--- config.mk ---
export PLATFORM = sky130hd
export DESIGN_NAME = cascade_timer
export DESIGN_NICKNAME = d
export VERILOG_FILES = /design/src/rtl/ct_pkg.sv /design/src/rtl/ct_reload_lane.sv /design/src/rtl/ct_ctrl.sv /design/src/rtl/ct_datapath.sv /design/src/rtl/cascade_timer.sv
export SDC_FILE = /design/constraint.sdc
export NUM_CORES = 1
export LEC_CHECK = 0
export ABC_CLOCK_PERIOD_IN_PS = 2850
export BUFFER_PORTS_ARGS = -buffer_cell sky130_fd_sc_hd__buf_2
export CAP_MARGIN = 25
export CORE_MARGIN = 1.5
export CORE_UTILIZATION = 55
export CTS_CLUSTER_SIZE = 24
export DETAILED_ROUTE_END_ITERATION = 7
export PLACE_DENSITY = 0.84
export SLEW_MARGIN = 10
export SYNTH_ARGS = -nofsm -noshare
export SYNTH_HDL_FRONTEND = slang
export SYNTH_SLANG_ARGS = --single-unit
--- constraint.sdc ---
create_clock -name clk -period 2.85 [get_ports clk]
set_clock_uncertainty 0.2 [all_clocks]
set_input_delay 0.1425 -clock clk [delete_from_list [all_inputs] [get_ports clk]]
set_output_delay 0.1425 -clock clk [all_outputs]
set_load 0.005 [all_outputs]
--- src/rtl/ct_pkg.sv ---
package ct_pkg;
  typedef struct packed {
    logic loadCnt;     // restart both counters from active reloads
    logic stepBase;    // base counter advances this cycle
    logic expBase;     // base counter expires this cycle
    logic expCascade;  // cascade counter expires this cycle
    logic commitPins;  // copy staged pattern to pins
    logic directPins;  // software sets pins directly
    logic idle;        // timer halted: reload writes apply at once
  } ctStrobes_t;
endpackage

--- src/rtl/ct_reload_lane.sv ---
module ct_reload_lane #(
  parameter int CNT_W = 16
) (
  input  logic             clk,
  input  logic             rst,
  input  logic             load,
  input  logic             advance,
  input  logic             commit,
  input  logic             idle,
  input  logic             wrEn,
  input  logic [CNT_W-1:0] wrData,
  output logic [CNT_W-1:0] count,
  output logic             atZero
);
  logic [CNT_W-1:0] activeVal;
  logic [CNT_W-1:0] pendingVal;

  assign atZero = (count == '0);

  always_ff @(posedge clk) begin
    if (rst) begin
      count      <= '0;
      activeVal  <= '0;
      pendingVal <= '0;
    end else begin
      if (load) begin
        count <= activeVal;
      end else if (advance) begin
        count <= atZero ? activeVal : count - 1'b1;
      end
      if (commit) begin
        activeVal <= pendingVal;
      end
      if (wrEn) begin
        pendingVal <= wrData;
        if (idle) begin
          activeVal <= wrData;
        end
      end
    end
  end
endmodule

--- src/rtl/ct_ctrl.sv ---
module ct_ctrl
  import ct_pkg::*;
(
  input  logic       clk,
  input  logic       rst,
  input  logic       startPulse,
  input  logic       stopPulse,
  input  logic       outEnable,
  input  logic       pinWrite,
  input  logic       baseZero,
  input  logic       cascadeZero,
  output ctStrobes_t stb,
  output logic       masterIrq,
  output logic       slaveIrq
);
  logic running;
  logic doLoad;
  logic doRun;

  assign doLoad = startPulse & ~stopPulse;
  assign doRun  = running & ~stopPulse & ~startPulse;

  always_comb begin
    stb            = '0;
    stb.loadCnt    = doLoad;
    stb.stepBase   = doRun;
    stb.expBase    = doRun & baseZero;
    stb.expCascade = doRun & baseZero & cascadeZero;
    stb.commitPins = doRun & baseZero & cascadeZero & outEnable;
    stb.directPins = pinWrite & ~outEnable;
    stb.idle       = ~running;
  end

  always_ff @(posedge clk) begin
    if (rst) begin
      running   <= 1'b0;
      masterIrq <= 1'b0;
      slaveIrq  <= 1'b0;
    end else begin
      if (stopPulse)       running <= 1'b0;
      else if (startPulse) running <= 1'b1;
      masterIrq <= stb.expBase;
      slaveIrq  <= stb.expCascade;
    end
  end
endmodule

--- src/rtl/ct_datapath.sv ---
module ct_datapath
  import ct_pkg::*;
#(
  parameter int CNT_W = 16,
  parameter int OUT_W = 6
) (
  input  logic             clk,
  input  logic             rst,
  input  ctStrobes_t       stb,
  input  logic             wrMaster,
  input  logic             wrSlave,
  input  logic [CNT_W-1:0] wrData,
  input  logic             wrStage,
  input  logic [OUT_W-1:0] stageData,
  input  logic [OUT_W-1:0] pinData,
  output logic [CNT_W-1:0] masterCount,
  output logic [CNT_W-1:0] slaveCount,
  output logic             baseZero,
  output logic             cascadeZero,
  output logic [OUT_W-1:0] rtOut
);
  localparam int LANES = 2;

  logic [LANES-1:0]            laneAdvance;
  logic [LANES-1:0]            laneWr;
  logic [LANES-1:0]            laneZero;
  logic [LANES-1:0][CNT_W-1:0] laneCount;
  logic [OUT_W-1:0]            stageReg;

  assign laneAdvance = {stb.expBase, stb.stepBase};
  assign laneWr      = {wrSlave, wrMaster};

  for (genvar g = 0; g < LANES; g++) begin : g_lane
    ct_reload_lane #(.CNT_W(CNT_W)) lane_i (
      .clk    (clk),
      .rst    (rst),
      .load   (stb.loadCnt),
      .advance(laneAdvance[g]),
      .commit (stb.expBase),
      .idle   (stb.idle),
      .wrEn   (laneWr[g]),
      .wrData (wrData),
      .count  (laneCount[g]),
      .atZero (laneZero[g])
    );
  end

  assign masterCount = laneCount[0];
  assign slaveCount  = laneCount[1];
  assign baseZero    = laneZero[0];
  assign cascadeZero = laneZero[1];

  always_ff @(posedge clk) begin
    if (rst) begin
      stageReg <= '0;
      rtOut    <= '0;
    end else begin
      if (wrStage) stageReg <= stageData;
      if (stb.commitPins)      rtOut <= stageReg;
      else if (stb.directPins) rtOut <= pinData;
    end
  end
endmodule

--- src/rtl/cascade_timer.sv ---
module cascade_timer #(
  parameter int CNT_W = 16,
  parameter int OUT_W = 6
) (
  input  logic             clk,
  input  logic             rst,
  input  logic             wrMaster,
  input  logic             wrSlave,
  input  logic [CNT_W-1:0] wrData,
  input  logic             wrStage,
  input  logic [OUT_W-1:0] stageData,
  input  logic             startPulse,
  input  logic             stopPulse,
  input  logic             outEnable,
  input  logic             pinWrite,
  input  logic [OUT_W-1:0] pinData,
  output logic [CNT_W-1:0] masterCount,
  output logic [CNT_W-1:0] slaveCount,
  output logic             masterIrq,
  output logic             slaveIrq,
  output logic [OUT_W-1:0] rtOut
);
  ct_pkg::ctStrobes_t stb;
  logic baseZero;
  logic cascadeZero;

  ct_ctrl ctrl_i (
    .clk        (clk),
    .rst        (rst),
    .startPulse (startPulse),
    .stopPulse  (stopPulse),
    .outEnable  (outEnable),
    .pinWrite   (pinWrite),
    .baseZero   (baseZero),
    .cascadeZero(cascadeZero),
    .stb        (stb),
    .masterIrq  (masterIrq),
    .slaveIrq   (slaveIrq)
  );

  ct_datapath #(.CNT_W(CNT_W), .OUT_W(OUT_W)) dp_i (
    .clk        (clk),
    .rst        (rst),
    .stb        (stb),
    .wrMaster   (wrMaster),
    .wrSlave    (wrSlave),
    .wrData     (wrData),
    .wrStage    (wrStage),
    .stageData  (stageData),
    .pinData    (pinData),
    .masterCount(masterCount),
    .slaveCount (slaveCount),
    .baseZero   (baseZero),
    .cascadeZero(cascadeZero),
    .rtOut      (rtOut)
  );
endmodule

After elaboration in Yosys (flattened, before gate mapping)
Cells that the tools add are included.
{ "totals": {"regBits": 111, "input_bits": 37, "output_inout_bits": 40, "word_cells": 43} }
{ "classes": {"addsub": 2, "mux": 14, "bitwise": 10, "n_reduce_logical": 6} }
{ "ops": {"columns": ["cell", "count"], "rows": [
  ["$mux W16", 12],
  ["$logic_not A16 Y1", 2],
  ["$sub A16 B1 Y16 const B", 2],
  ["$mux W6", 2],
  ["$and A1 B1 Y1", 7],
  ["$reduce_bool A2 Y1", 3],
  ["$not A1 Y1", 3],
  ["$reduce_or A2 Y1", 1]
]} }

Logic depth before layout (Yosys ltp)
Gate-level depths: netlist of run 1.
{ "depth": {"depth_word": 7, "ltp_mapped": 8, "mapped_depth_nobuf": 7} }

Cells and area by module
Synthesis of run 1 repeated with hierarchy kept, for this count alone.
{ "hier_totals": {"cells_unflattened": 609, "area_unflattened_um2": 5552.8} }
{ "by_module_without_submodules": {"columns": ["mod", "n_inst", "cells_each", "area_per_inst_um2", "seq_area_each_um2"], "rows": [
  ["ct_reload_lane (dp_i.g_lane[0].lane_i)", 1, 283, 2503.7, 960.9],
  ["ct_reload_lane (dp_i.g_lane[1].lane_i)", 1, 263, 2396.0, 960.9],
  ["ct_datapath", 1, 46, 489.2, 240.2],
  ["ct_ctrl", 1, 17, 163.9, 60.1]
]} }

Least setup slack after synthesis of run 1
OpenSTA, ideal clock, no wires.
{ "synth_path": {"kind": "reg2reg", "start": "register dp_i.g_lane[0].lane_i.count[0]", "end": "register dp_i.rtOut[0]", "setup_time_ps": 122, "arrival_ps": 1890, "required_ps": 2528, "path_slack_ps": 638, "stages_incl_launch_ff": 8, "path_buffers": 0, "period_less_slack_ps": 2212, "cell_sequence": "dfxtp_1 > inv_1 > ha_1 > nor4b_1 > nand4_2 > nor2_4 > a31oi_1 > a221o_1"} }
{ "synth_between": {"elab_chain_len": 5, "elab_cells_between_ends": 6, "classes_between": "1 x mux; 3 x bitwise; 2 x reduce/logical"} }
{ "synth_lines": {"columns": ["element", "line", "source"], "rows": [
  ["start: declaration", "ct_reload_lane.sv:12", "output logic [CNT_W-1:0] count,"],
  ["start signal: assignment", "ct_reload_lane.sv:27", "count <= activeVal;"],
  ["start signal: assignment", "ct_reload_lane.sv:29", "count <= atZero ? activeVal : count - 1'b1;"],
  ["$logic_not A16 Y1 (*)", "ct_reload_lane.sv:18", "assign atZero = (count == '0);"],
  ["$and A1 B1 Y1 (*) (3 in series)", "ct_ctrl.sv:29", "stb.commitPins = doRun & baseZero & cascadeZero & outEnable;"],
  ["$mux W6 or $reduce_bool A2 Y1 (tied branches)", null, null],
  ["end signal: assignment", "ct_datapath.sv:59", "if (stb.commitPins) rtOut <= stageReg;"],
  ["end signal: assignment", "ct_datapath.sv:60", "else if (stb.directPins) rtOut <= pinData;"],
  ["end: declaration", "ct_datapath.sv:20", "output logic [OUT_W-1:0] rtOut"]
]} }
Every way passes the cells marked *; elsewhere a longest branch is shown, timed or not.
A chain may end at the register's enable or synchronous reset.

Final worst setup path of run 1
{ "layout_path": {"start": "register dp_i.g_lane[0].lane_i.count[0]", "end": "register dp_i.g_lane[1].lane_i.count[0]"} }
{ "layout_between": {"elab_chain_len": 3} }
{ "layout_lines": {"columns": ["element", "line", "source"], "rows": [
  ["$logic_not A16 Y1", "ct_reload_lane.sv:18", null],
  ["$and A1 B1 Y1", "ct_ctrl.sv:27", "stb.expBase = doRun & baseZero;"],
  ["$reduce_bool A2 Y1 (no line)", null, null],
  ["end signal: assignment", "ct_reload_lane.sv:27", null],
  ["end signal: assignment", "ct_reload_lane.sv:29", null],
  ["end: declaration", "ct_reload_lane.sv:12", null]
]} }
Every way passes these cells.

==> results.sh, run 1 <==
export IMPL_clkSinkCount=111
export IMPL_combPwrFrac_pct=52.4
export IMPL_max_slew_margin_pct=33.33
export IMPL_numPortBuffers=76
export IMPL_yosysUniqueCellTypes=61
export IMPL_mostFrequentLayoutCell="dfxtp_1"
export IMPL_whs_ns=0.03979
export IMPL_synth_nets=619
export IMPL_rows=35
export IMPL_synth_top_family_by_area="compound AO/OA/AOI/OAI gates"
export IMPL_async_flop_share_pct=0
export IMPL_drive_gt1_share_pct=18.49
export IMPL_diodes=0
export IMPL_yosysSeqAreaShare_pct=42.75
export IMPL_clk_pin_slew_ns=0.11
export IMPL_post_cts_repair_setup_buffers=0
export IMPL_grt_pass1_vias=4472
export IMPL_endpoint_kind="register"
export IMPL_syn_area_per_cell_um2=8.992
export IMPL_maxSlewViolCount=0
export IMPL_wl_per_cell_um=17.97
export IMPL_crit_reg2reg_launch="dp_i.g_lane[0].lane_i.count[0]"
export IMPL_insertion_delay_ns=0.39
export IMPL_yosys_area_top_type_share_pct=42.75
export IMPL_ys_seq_elements=111
export IMPL_layout_setup_ws_ns=0.2203
export IMPL_start_kind="register"
export IMPL_hold_viol_final=0
export IMPL_internal_power_mw=3.433
export IMPL_rsz0062_at_grt="no"
export IMPL_drtAntennaViolNets=0
export IMPL_ys_warn_count=0
export IMPL_placed_cells=746
export IMPL_arrival_ns=2.67
export IMPL_cts_repair_resized=0
export IMPL_design_area_mm2=0.006254
export IMPL_globalRouteTotalUtil_pct=28.63
export IMPL_synth_edf_count=0
export IMPL_via_per_inst=6.133
export IMPL_tightest_slew_ns=1.000
export IMPL_hold_buffers=36
export IMPL_dpl_worst_slack_ns=0.3722
export IMPL_postPlaceCellArea_mm2=0.005703
export IMPL_fin_crit_sh_pct=92.27
export IMPL_maxCapViolations=0
export IMPL_die_h_um=100.2
export IMPL_areaGrowthSynthToFinish_pct=20.32
export IMPL_antenna_found_initial=0
export IMPL_clkPwrFrac_pct=14.9
export IMPL_nets=723
export IMPL_htree_num_levels=3
export IMPL_leakagePower_nw=2.598
export IMPL_die_area_mm2=0.01004
export IMPL_synth_xor_area_share_pct=0.1685
export IMPL_die_w_um=100.2
export IMPL_vdd_drop_max_mv=0.5159
export IMPL_start_util_pct=56.52
export IMPL_core_area_mm2=0.009196
export IMPL_pwr_share_seq_pct=32.7
export IMPL_synth_compound_area_share_pct=19.07
export IMPL_synth_area_leader_cell="dfxtp_1"
export IMPL_place_congestion=0.9727
export IMPL_grt_max_degree=68
export IMPL_clock_fmax_mhz=380.3
export IMPL_p_switching_mw=2.777
export IMPL_cts_root_buf="clkbuf_8"
export IMPL_status="finished clean"
export IMPL_yosys_area_share_simple_pct=17.65
export IMPL_dr_total_vias=4894
export IMPL_cts_inserted_buffers=9
export IMPL_swShare_pct=44.72
export IMPL_dr_pass1_iters=5
export IMPL_finalCriticalPeriod_ns=2.630
export IMPL_drtIter0Drc=419
export IMPL_cts_tree="yes"
export IMPL_path_class="reg2reg"
export IMPL_synth_area_leaders="dfxtp_1, mux2i_1, nor2_1"
export IMPL_synth_ff_type="dfxtp_1"
export IMPL_cp_required_ns=2.89
export IMPL_io_pins=77
export IMPL_min_path_type="in2reg"
export IMPL_synthMuxAreaShare_pct=15.07
export IMPL_total_power_mw=6.209
export IMPL_grt_ovfl_total=0
export IMPL_synthAdderAreaFrac_pct=0.9629
export IMPL_dp_hpwl_um=9572
export IMPL_power_density_mw_per_mm2=993.0
export IMPL_grt_pass1_wl_um=22700
export IMPL_drc=0
export IMPL_setup_viol=0
export IMPL_final_cells=798
export IMPL_wirelength_um=14340
export IMPL_utilization_pct=68.00
export IMPL_min_delay_start="rst"
export IMPL_crit_path_start="dp_i.g_lane[0].lane_i.count[0]"
export IMPL_tns_ns=0
export IMPL_clockBufferDepth=2
export IMPL_layout_common_cells="dfxtp_1, mux2i_1, buf_2"
export IMPL_path_max_fanout=11
export IMPL_syn_inst=578
export IMPL_synthesis_area_mm2=0.005197
export IMPL_fillers=701
-- synthesized netlist by cell type, types with 3 or more instances --
cell type,n
a221o_1,7
nand4_1,3
nor4b_1,3
nand2_1,18
or3_1,6
buf_1,5
nand2b_1,5
ha_1,4
inv_1,18
dfxtp_1,111
nor4_1,6
o21ai_1,7
a211oi_1,5
nand3_1,13
nor4_2,3
o32ai_1,8
buf_4,3
nor3_1,21
o22ai_1,8
a32oi_1,4
a32o_1,3
a31oi_1,7
nor2_1,66
or4_4,3
mux2i_1,76
a22oi_1,3
or4_1,3
clkbuf_1,22
o21ai_0,38
o2bb2ai_1,5
and2_1,7
buf_2,6
a21oi_1,48
-- final timing paths --
kind,to,slack (ns),depth (start not counted)
worst max-delay path,dp_i.g_lane[1].lane_i.count[0],0.22,6
worst min-delay path,dp_i.g_lane[0].lane_i.count[6],0.04,4
worst max register to register,dp_i.g_lane[1].lane_i.count[0],0.22,6
worst min register to register,dp_i.g_lane[0].lane_i.count[14],0.29,2
-- registers in the layout, summed over array words and instances (netlist names) --
name	cells
ctrl_i.masterIrq	1
ctrl_i.running	1
ctrl_i.slaveIrq	1
dp_i.g_lane.lane_i.activeVal	32
dp_i.g_lane.lane_i.count	32
dp_i.g_lane.lane_i.pendingVal	32
dp_i.rtOut	6
dp_i.stageReg	6
-- power by group through the flow --
stage	Clock, mW	Combinational (mW)	Sequential (mW)
2_1_floorplan	0	2.31	2.00
3_3_place_gp	0	3.04	2.04
3_5_place_dp	0	3.10	2.05
4_1_cts	0.931	3.17	2.01
5_1_grt	0.996	3.54	2.06
6_report	0.926	3.25	2.03
-- final cells by class --
cell class,instances,area (µm²),share of cell area [%]
sequential,111,2222,35.53
inverter,19,71.32,1.140
clock buffer,9,123.9,1.981
multi-input combinational,412,2750,43.98
clock inverter,7,66.31,1.060
timing repair buffer,129,880.8,14.09
tap,111,138.9,2.221
-- critical path: stages (launching register included) --
cell,delay [ns]
dfxtp_1,0.36
inv_1,0.11
ha_1,0.16
nor4b_1,0.37
and4_1,0.35
o21ai_1,0.33
a2111oi_0,0.60
-- layer usage --
layer / vias up / GRT usage (%) / wire (µm)
met5: - / 0 / 0
met4: 0 / 10.83 / 360
met3: 35 / 4.666 / 1035
met2: 236 / 45.74 / 6663
met1: 2281 / 39.05 / 6280
li1: 2342 / - / -
-- cells by family after synthesis --
family,count (synthesis)
simple gates,172
compound gates,157
flops,111
mux,78
buf+inv,55
fa+ha+maj,4
xor+xnor,1
Power figures use the tool's default switching activity.
==> run 2: changes to the inputs <==
Settings changed: CELL_PAD_IN_SITES_DETAIL_PLACEMENT set to 0, CELL_PAD_IN_SITES_GLOBAL_PLACEMENT set to 2, CORE_UTILIZATION 55 to 35, PLACE_DENSITY 0.84 to 0.87.
==> run 2 against run 1 <==
- worst hold slack got worse by 0.012 ns
- utilization decreased by 23 points
- sequential share of layout area decreased by 1.4 points
- non-clock buffer count increased by 6
- design area increased by 4.1%
- register-to-register slack improved by 0.06 ns
- die area increased by 55%
- clock power increased by 40%
- largest cell class unchanged
- largest power group unchanged
==> results.sh, run 2 (same netlist as run 1, synthesis figures left out) <==
export IMPL_fin_crit_sh_pct=90.21
export IMPL_drive_gt1_share_pct=18.18
export IMPL_cts_tree="yes"
export IMPL_total_power_mw=6.572
export IMPL_insertion_delay_ns=0.36
export IMPL_nets=729
export IMPL_hold_buffers=42
export IMPL_dr_pass1_iters=5
export IMPL_htree_num_levels=3
export IMPL_dp_hpwl_um=10590
export IMPL_die_area_mm2=0.01559
export IMPL_die_h_um=124.9
export IMPL_cpMaxStageDelayCell="nor4b_1"
export IMPL_post_cts_repair_setup_buffers=0
export IMPL_clk_pin_slew_ns=0.07
export IMPL_drc=0
export IMPL_start_kind="register"
export IMPL_leakagePower_nw=2.682
export IMPL_drtIter0Drc=307
export IMPL_cts_repair_resized=0
export IMPL_start_util_pct=35.76
export IMPL_grt_pass1_vias=4398
export IMPL_cp_required_ns=2.93
export IMPL_tightest_slew_ns=0.8827
export IMPL_globalRouteTotalUtil_pct=19.77
export IMPL_rsz0062_at_grt="no"
export IMPL_clock_fmax_mhz=389.0
export IMPL_wirelength_um=15260
export IMPL_wl_per_cell_um=17.40
export IMPL_cts_root_buf="clkbuf_16"
export IMPL_layout_common_cells="dfxtp_1, mux2i_1, buf_2"
export IMPL_via_per_inst=5.414
export IMPL_arrival_ns=2.65
export IMPL_final_cells=877
export IMPL_clockBufferDepth=2
export IMPL_crit_buf_inv=2
export IMPL_path_class="reg2reg"
export IMPL_max_slew_margin_pct=40.76
export IMPL_maxSlewViolCount=0
export IMPL_mostFrequentLayoutCell="dfxtp_1"
export IMPL_power_density_mw_per_mm2=1009
export IMPL_reg_top3="dp_i.g_lane.lane_i.activeVal x32, dp_i.g_lane.lane_i.count x32, dp_i.g_lane.lane_i.pendingVal x32"
export IMPL_slowest_delay_ns=0.46
export IMPL_cts_inserted_buffers=9
export IMPL_diodes=0
export IMPL_clkSinkCount=111
export IMPL_vdd_drop_max_mv=0.4740
export IMPL_crit_family="simple AND/OR/NAND/NOR gates"
export IMPL_placed_cells=819
export IMPL_min_path_type="in2reg"
export IMPL_crit_chain="inv_1, ha_1, nor4b_1, nand4_2, a21oi_1, buf_4, nand2_1, o22ai_1"
export IMPL_place_congestion=0.8622
export IMPL_grt_max_degree=44
export IMPL_dr_total_vias=4748
export IMPL_antenna_found_initial=0
export IMPL_numPortBuffers=76
export IMPL_utilization_pct=44.80
export IMPL_maxCapViolations=0
export IMPL_io_pins=77
export IMPL_path_max_fanout=11
export IMPL_hold_viol_final=0
export IMPL_status="finished clean"
export IMPL_die_w_um=124.9
export IMPL_tns_ns=0
export IMPL_rows=44
export IMPL_drtAntennaViolNets=0
export IMPL_grt_pass1_wl_um=24450
export IMPL_setup_viol=0
export IMPL_endpoint_kind="register"
export IMPL_areaGrowthSynthToFinish_pct=25.28
export IMPL_core_area_mm2=0.01453
export IMPL_finalCriticalPeriod_ns=2.571
export IMPL_grt_ovfl_total=0
==> run 2: cell count changes in the layout (fill, tap and decap cells not counted), sizes merged <==
cell / delta
dlygate4sd3: +6
bufinv: +1
clkbuf: +1
clkinv: -1
inv: -1
==> run 2: worst paths after layout <==
kind                                                         to  slack (ns)  cells past startpoint                            from
worst max-delay path             dp_i.g_lane[1].lane_i.count[1]        0.28                      8  dp_i.g_lane[0].lane_i.count[0]
worst min register to register                    dp_i.rtOut[4]        0.29                      1                   dp_i.rtOut[4]
worst max register to register   dp_i.g_lane[1].lane_i.count[1]        0.28                      8  dp_i.g_lane[0].lane_i.count[0]
worst min-delay path            dp_i.g_lane[0].lane_i.count[11]        0.03                      2                             rst
==> run 2: through the flow <==
stage / setup WS [ns] / hold slack [ns] / area (µm²)
2_1_floorplan: 0.6385 / 0.02158 / 5197
3_3_place_gp: 0.3893 / 0.1875 / 5794
3_5_place_dp: 0.3234 / 0.1960 / 5794
4_1_cts: 0.3068 / 0.01074 / 6511
5_1_grt: 0.02853 / 0.04573 / 6511
6_report: 0.2791 / 0.02754 / 6511
==> run 2: area by class of cell <==
| cell class | count | area, µm² |
|---|---|---|
| Timing Repair Buffer | 135 | 940.9 |
| Clock inverter | 6 | 67.56 |
| Inverter | 19 | 71.32 |
| Fill cell | 1428 | 8023 |
| Multi-Input combinational cell | 412 | 2750 |
| Clock buffer | 10 | 229.0 |
| Sequential cell | 111 | 2222 |
| Tap cell | 184 | 230.2 |
==> run 2: power breakdown <==
group	switching [mW]	total (mW)	internal [mW]	leakage, nW
clock network	0.607	1.30	0.689	0.145
registers	0.269	2.03	1.76	0.914
logic	1.89	3.25	1.36	1.62
==> run 2: routing by layer <==
metal  part of all wire, %  global-route usage (%)
met3                   4.8                   2.749
met4                   1.9                   7.219
met1                    47                   27.50
met2                    46                   31.25
met5                     0                       0
==> run 3: changes to the inputs <==
Settings changed: CORE_ASPECT_RATIO set to 1.5.
==> run 3 against run 2 <==
- flip-flop and latch count is the same
- power is essentially flat
- design area shrank 0.42%
- cell count grew 0.91%
- largest cell class unchanged
- clock power shrank 3%
- utilization shrank 0.17 points
- register-to-register slack is essentially flat
- combinational power grew 1%
- non-clock buffer count shrank 4
- sequential power is essentially flat
==> results.sh, run 3 (same netlist as run 1, synthesis figures left out) <==
export IMPL_status="finished clean"
export IMPL_path_max_fanout=11
export IMPL_p_switching_mw=2.832
export IMPL_grt_pass1_vias=4593
export IMPL_setup_viol=0
export IMPL_antenna_found_initial=0
export IMPL_min_path_type="in2reg"
export IMPL_io_pins=77
export IMPL_cp_required_ns=2.91
export IMPL_core_area_mm2=0.01453
export IMPL_crit_family="compound AO/OA/AOI/OAI gates"
export IMPL_clockBufferDepth=2
export IMPL_drive_gt1_share_pct=18.72
export IMPL_power_density_mw_per_mm2=1013
export IMPL_maxCapViolations=0
export IMPL_cts_inserted_buffers=9
export IMPL_total_power_mw=6.570
export IMPL_nets=725
export IMPL_cts_root_buf="clkbuf_16"
export IMPL_rsz0062_at_grt="no"
export IMPL_arrival_ns=2.62
export IMPL_die_area_mm2=0.01561
export IMPL_vdd_drop_max_mv=0.5167
export IMPL_htree_num_levels=3
export IMPL_hold_buffers=35
export IMPL_clkPwrFrac_pct=19.1
export IMPL_tns_ns=0
export IMPL_layout_setup_ws_ns=0.2875
export IMPL_mostFrequentLayoutCell="dfxtp_1"
export IMPL_cts_tree="yes"
export IMPL_slowest_delay_ns=0.76
export IMPL_tightest_slew_ns=0.9389
export IMPL_cpMaxStageDelayCell="o21ai_1"
export IMPL_internal_power_mw=3.738
export IMPL_insertion_delay_ns=0.35
export IMPL_drtAntennaViolNets=0
export IMPL_crit_buf_inv=1
export IMPL_pwr_share_seq_pct=30.8
export IMPL_areaGrowthSynthToFinish_pct=24.75
export IMPL_clkSinkCount=111
export IMPL_post_cts_repair_setup_buffers=0
export IMPL_grt_max_degree=44
export IMPL_fin_crit_sh_pct=89.91
export IMPL_start_kind="register"
export IMPL_grt_ovfl_total=0
export IMPL_diodes=0
export IMPL_max_slew_margin_pct=36.99
export IMPL_layout_common_cells="dfxtp_1, mux2i_1, buf_2"
export IMPL_dp_hpwl_um=11050
export IMPL_drtIter0Drc=236
export IMPL_path_class="reg2reg"
export IMPL_reg_top3="dp_i.g_lane.lane_i.activeVal x32, dp_i.g_lane.lane_i.count x32, dp_i.g_lane.lane_i.pendingVal x32"
export IMPL_endpoint_kind="register"
export IMPL_drc=0
export IMPL_combPwrFrac_pct=50.1
export IMPL_dpl_worst_slack_ns=0.3247
export IMPL_maxSlewViolCount=0
export IMPL_start_util_pct=35.78
export IMPL_globalRouteTotalUtil_pct=20.27
export IMPL_swShare_pct=43.10
export IMPL_clk_pin_slew_ns=0.08
export IMPL_fillers=1431
export IMPL_grt_pass1_wl_um=24500
export IMPL_die_h_um=152.2
export IMPL_wl_per_cell_um=17.66
export IMPL_via_per_inst=5.411
export IMPL_finalCriticalPeriod_ns=2.562
export IMPL_crit_chain="inv_1, ha_1, nor4b_1, and4_1, o21ai_1, a21oi_1, o32ai_1"
export IMPL_clock_fmax_mhz=390.2
export IMPL_rows=54
export IMPL_wirelength_um=15630
export IMPL_die_w_um=102.5
export IMPL_dr_pass1_iters=5
export IMPL_place_congestion=0.8739
export IMPL_cts_repair_resized=0
export IMPL_numPortBuffers=76
export IMPL_hold_viol_final=0
export IMPL_dr_total_vias=4789
export IMPL_leakagePower_nw=2.657
==> run 3: area by class of cell <==
class | count | area [µm²] | area share, %
inverter | 19 | 71.32 | 1.100
multi-input combinational | 412 | 2750 | 42.42
sequential | 111 | 2222 | 34.27
clock inverter | 6 | 65.06 | 1.003
tap | 196 | 245.2 | 3.782
clock buffer | 10 | 229.0 | 3.531
timing repair buffer | 131 | 900.9 | 13.89
==> run 3: metrics by stage <==
stage / std cells / hold slack (ns) / instance area [µm²] / util [%]
3_5_place_dp: 833 / 0.1887 / 5824 / 40.09
4_1_cts: 884 / 0.008215 / 6469 / 44.53
2_1_floorplan: 578 / 0.02158 / 5197 / -
6_report: 885 / 0.01666 / 6484 / 44.63
3_3_place_gp: 833 / 0.1825 / 5824 / 40.09
5_1_grt: 885 / 0.07976 / 6484 / 44.63
==> run 3: power groups by stage <==
stage	sequential (mW)	clock (mW)	combinational, mW
floorplan	2.00	0	2.31
global placement	2.05	0	3.21
detailed placement	2.05	0	3.23
CTS	2.02	1.28	3.29
global route	2.06	1.36	3.65
finish	2.02	1.26	3.29
==> run 3: final timing paths <==
path,from,end,slack [ns],cells past startpoint
min,startPulse,ctrl_i.masterIrq,0.02,4
min reg2reg,dp_i.g_lane[0].lane_i.activeVal[14],dp_i.g_lane[0].lane_i.count[14],0.27,2
max,dp_i.g_lane[0].lane_i.count[0],dp_i.g_lane[1].lane_i.count[10],0.29,7
max reg2reg,dp_i.g_lane[0].lane_i.count[0],dp_i.g_lane[1].lane_i.count[10],0.29,7
==> run 3: worst reg2reg max path: stages, from the launching register on <==
cell     delay (ns)
dfxtp_1        0.39
inv_1          0.10
ha_1           0.20
nor4b_1        0.15
and4_1         0.31
o21ai_1        0.76
a21oi_1        0.09
o32ai_1        0.27
==> run 3: per-layer routing <==
metal  vias to the layer above  part of all wire [%]  wire [µm]  GRT usage (%)
met4                         0                   3.7        585          9.459
met1                      2250                    43       6753          25.67
met5                         -                     0          0              0
met3                        33                   4.4        688          2.569
li1                       2365                     -          -              -
met2                       141                    49       7601          33.65
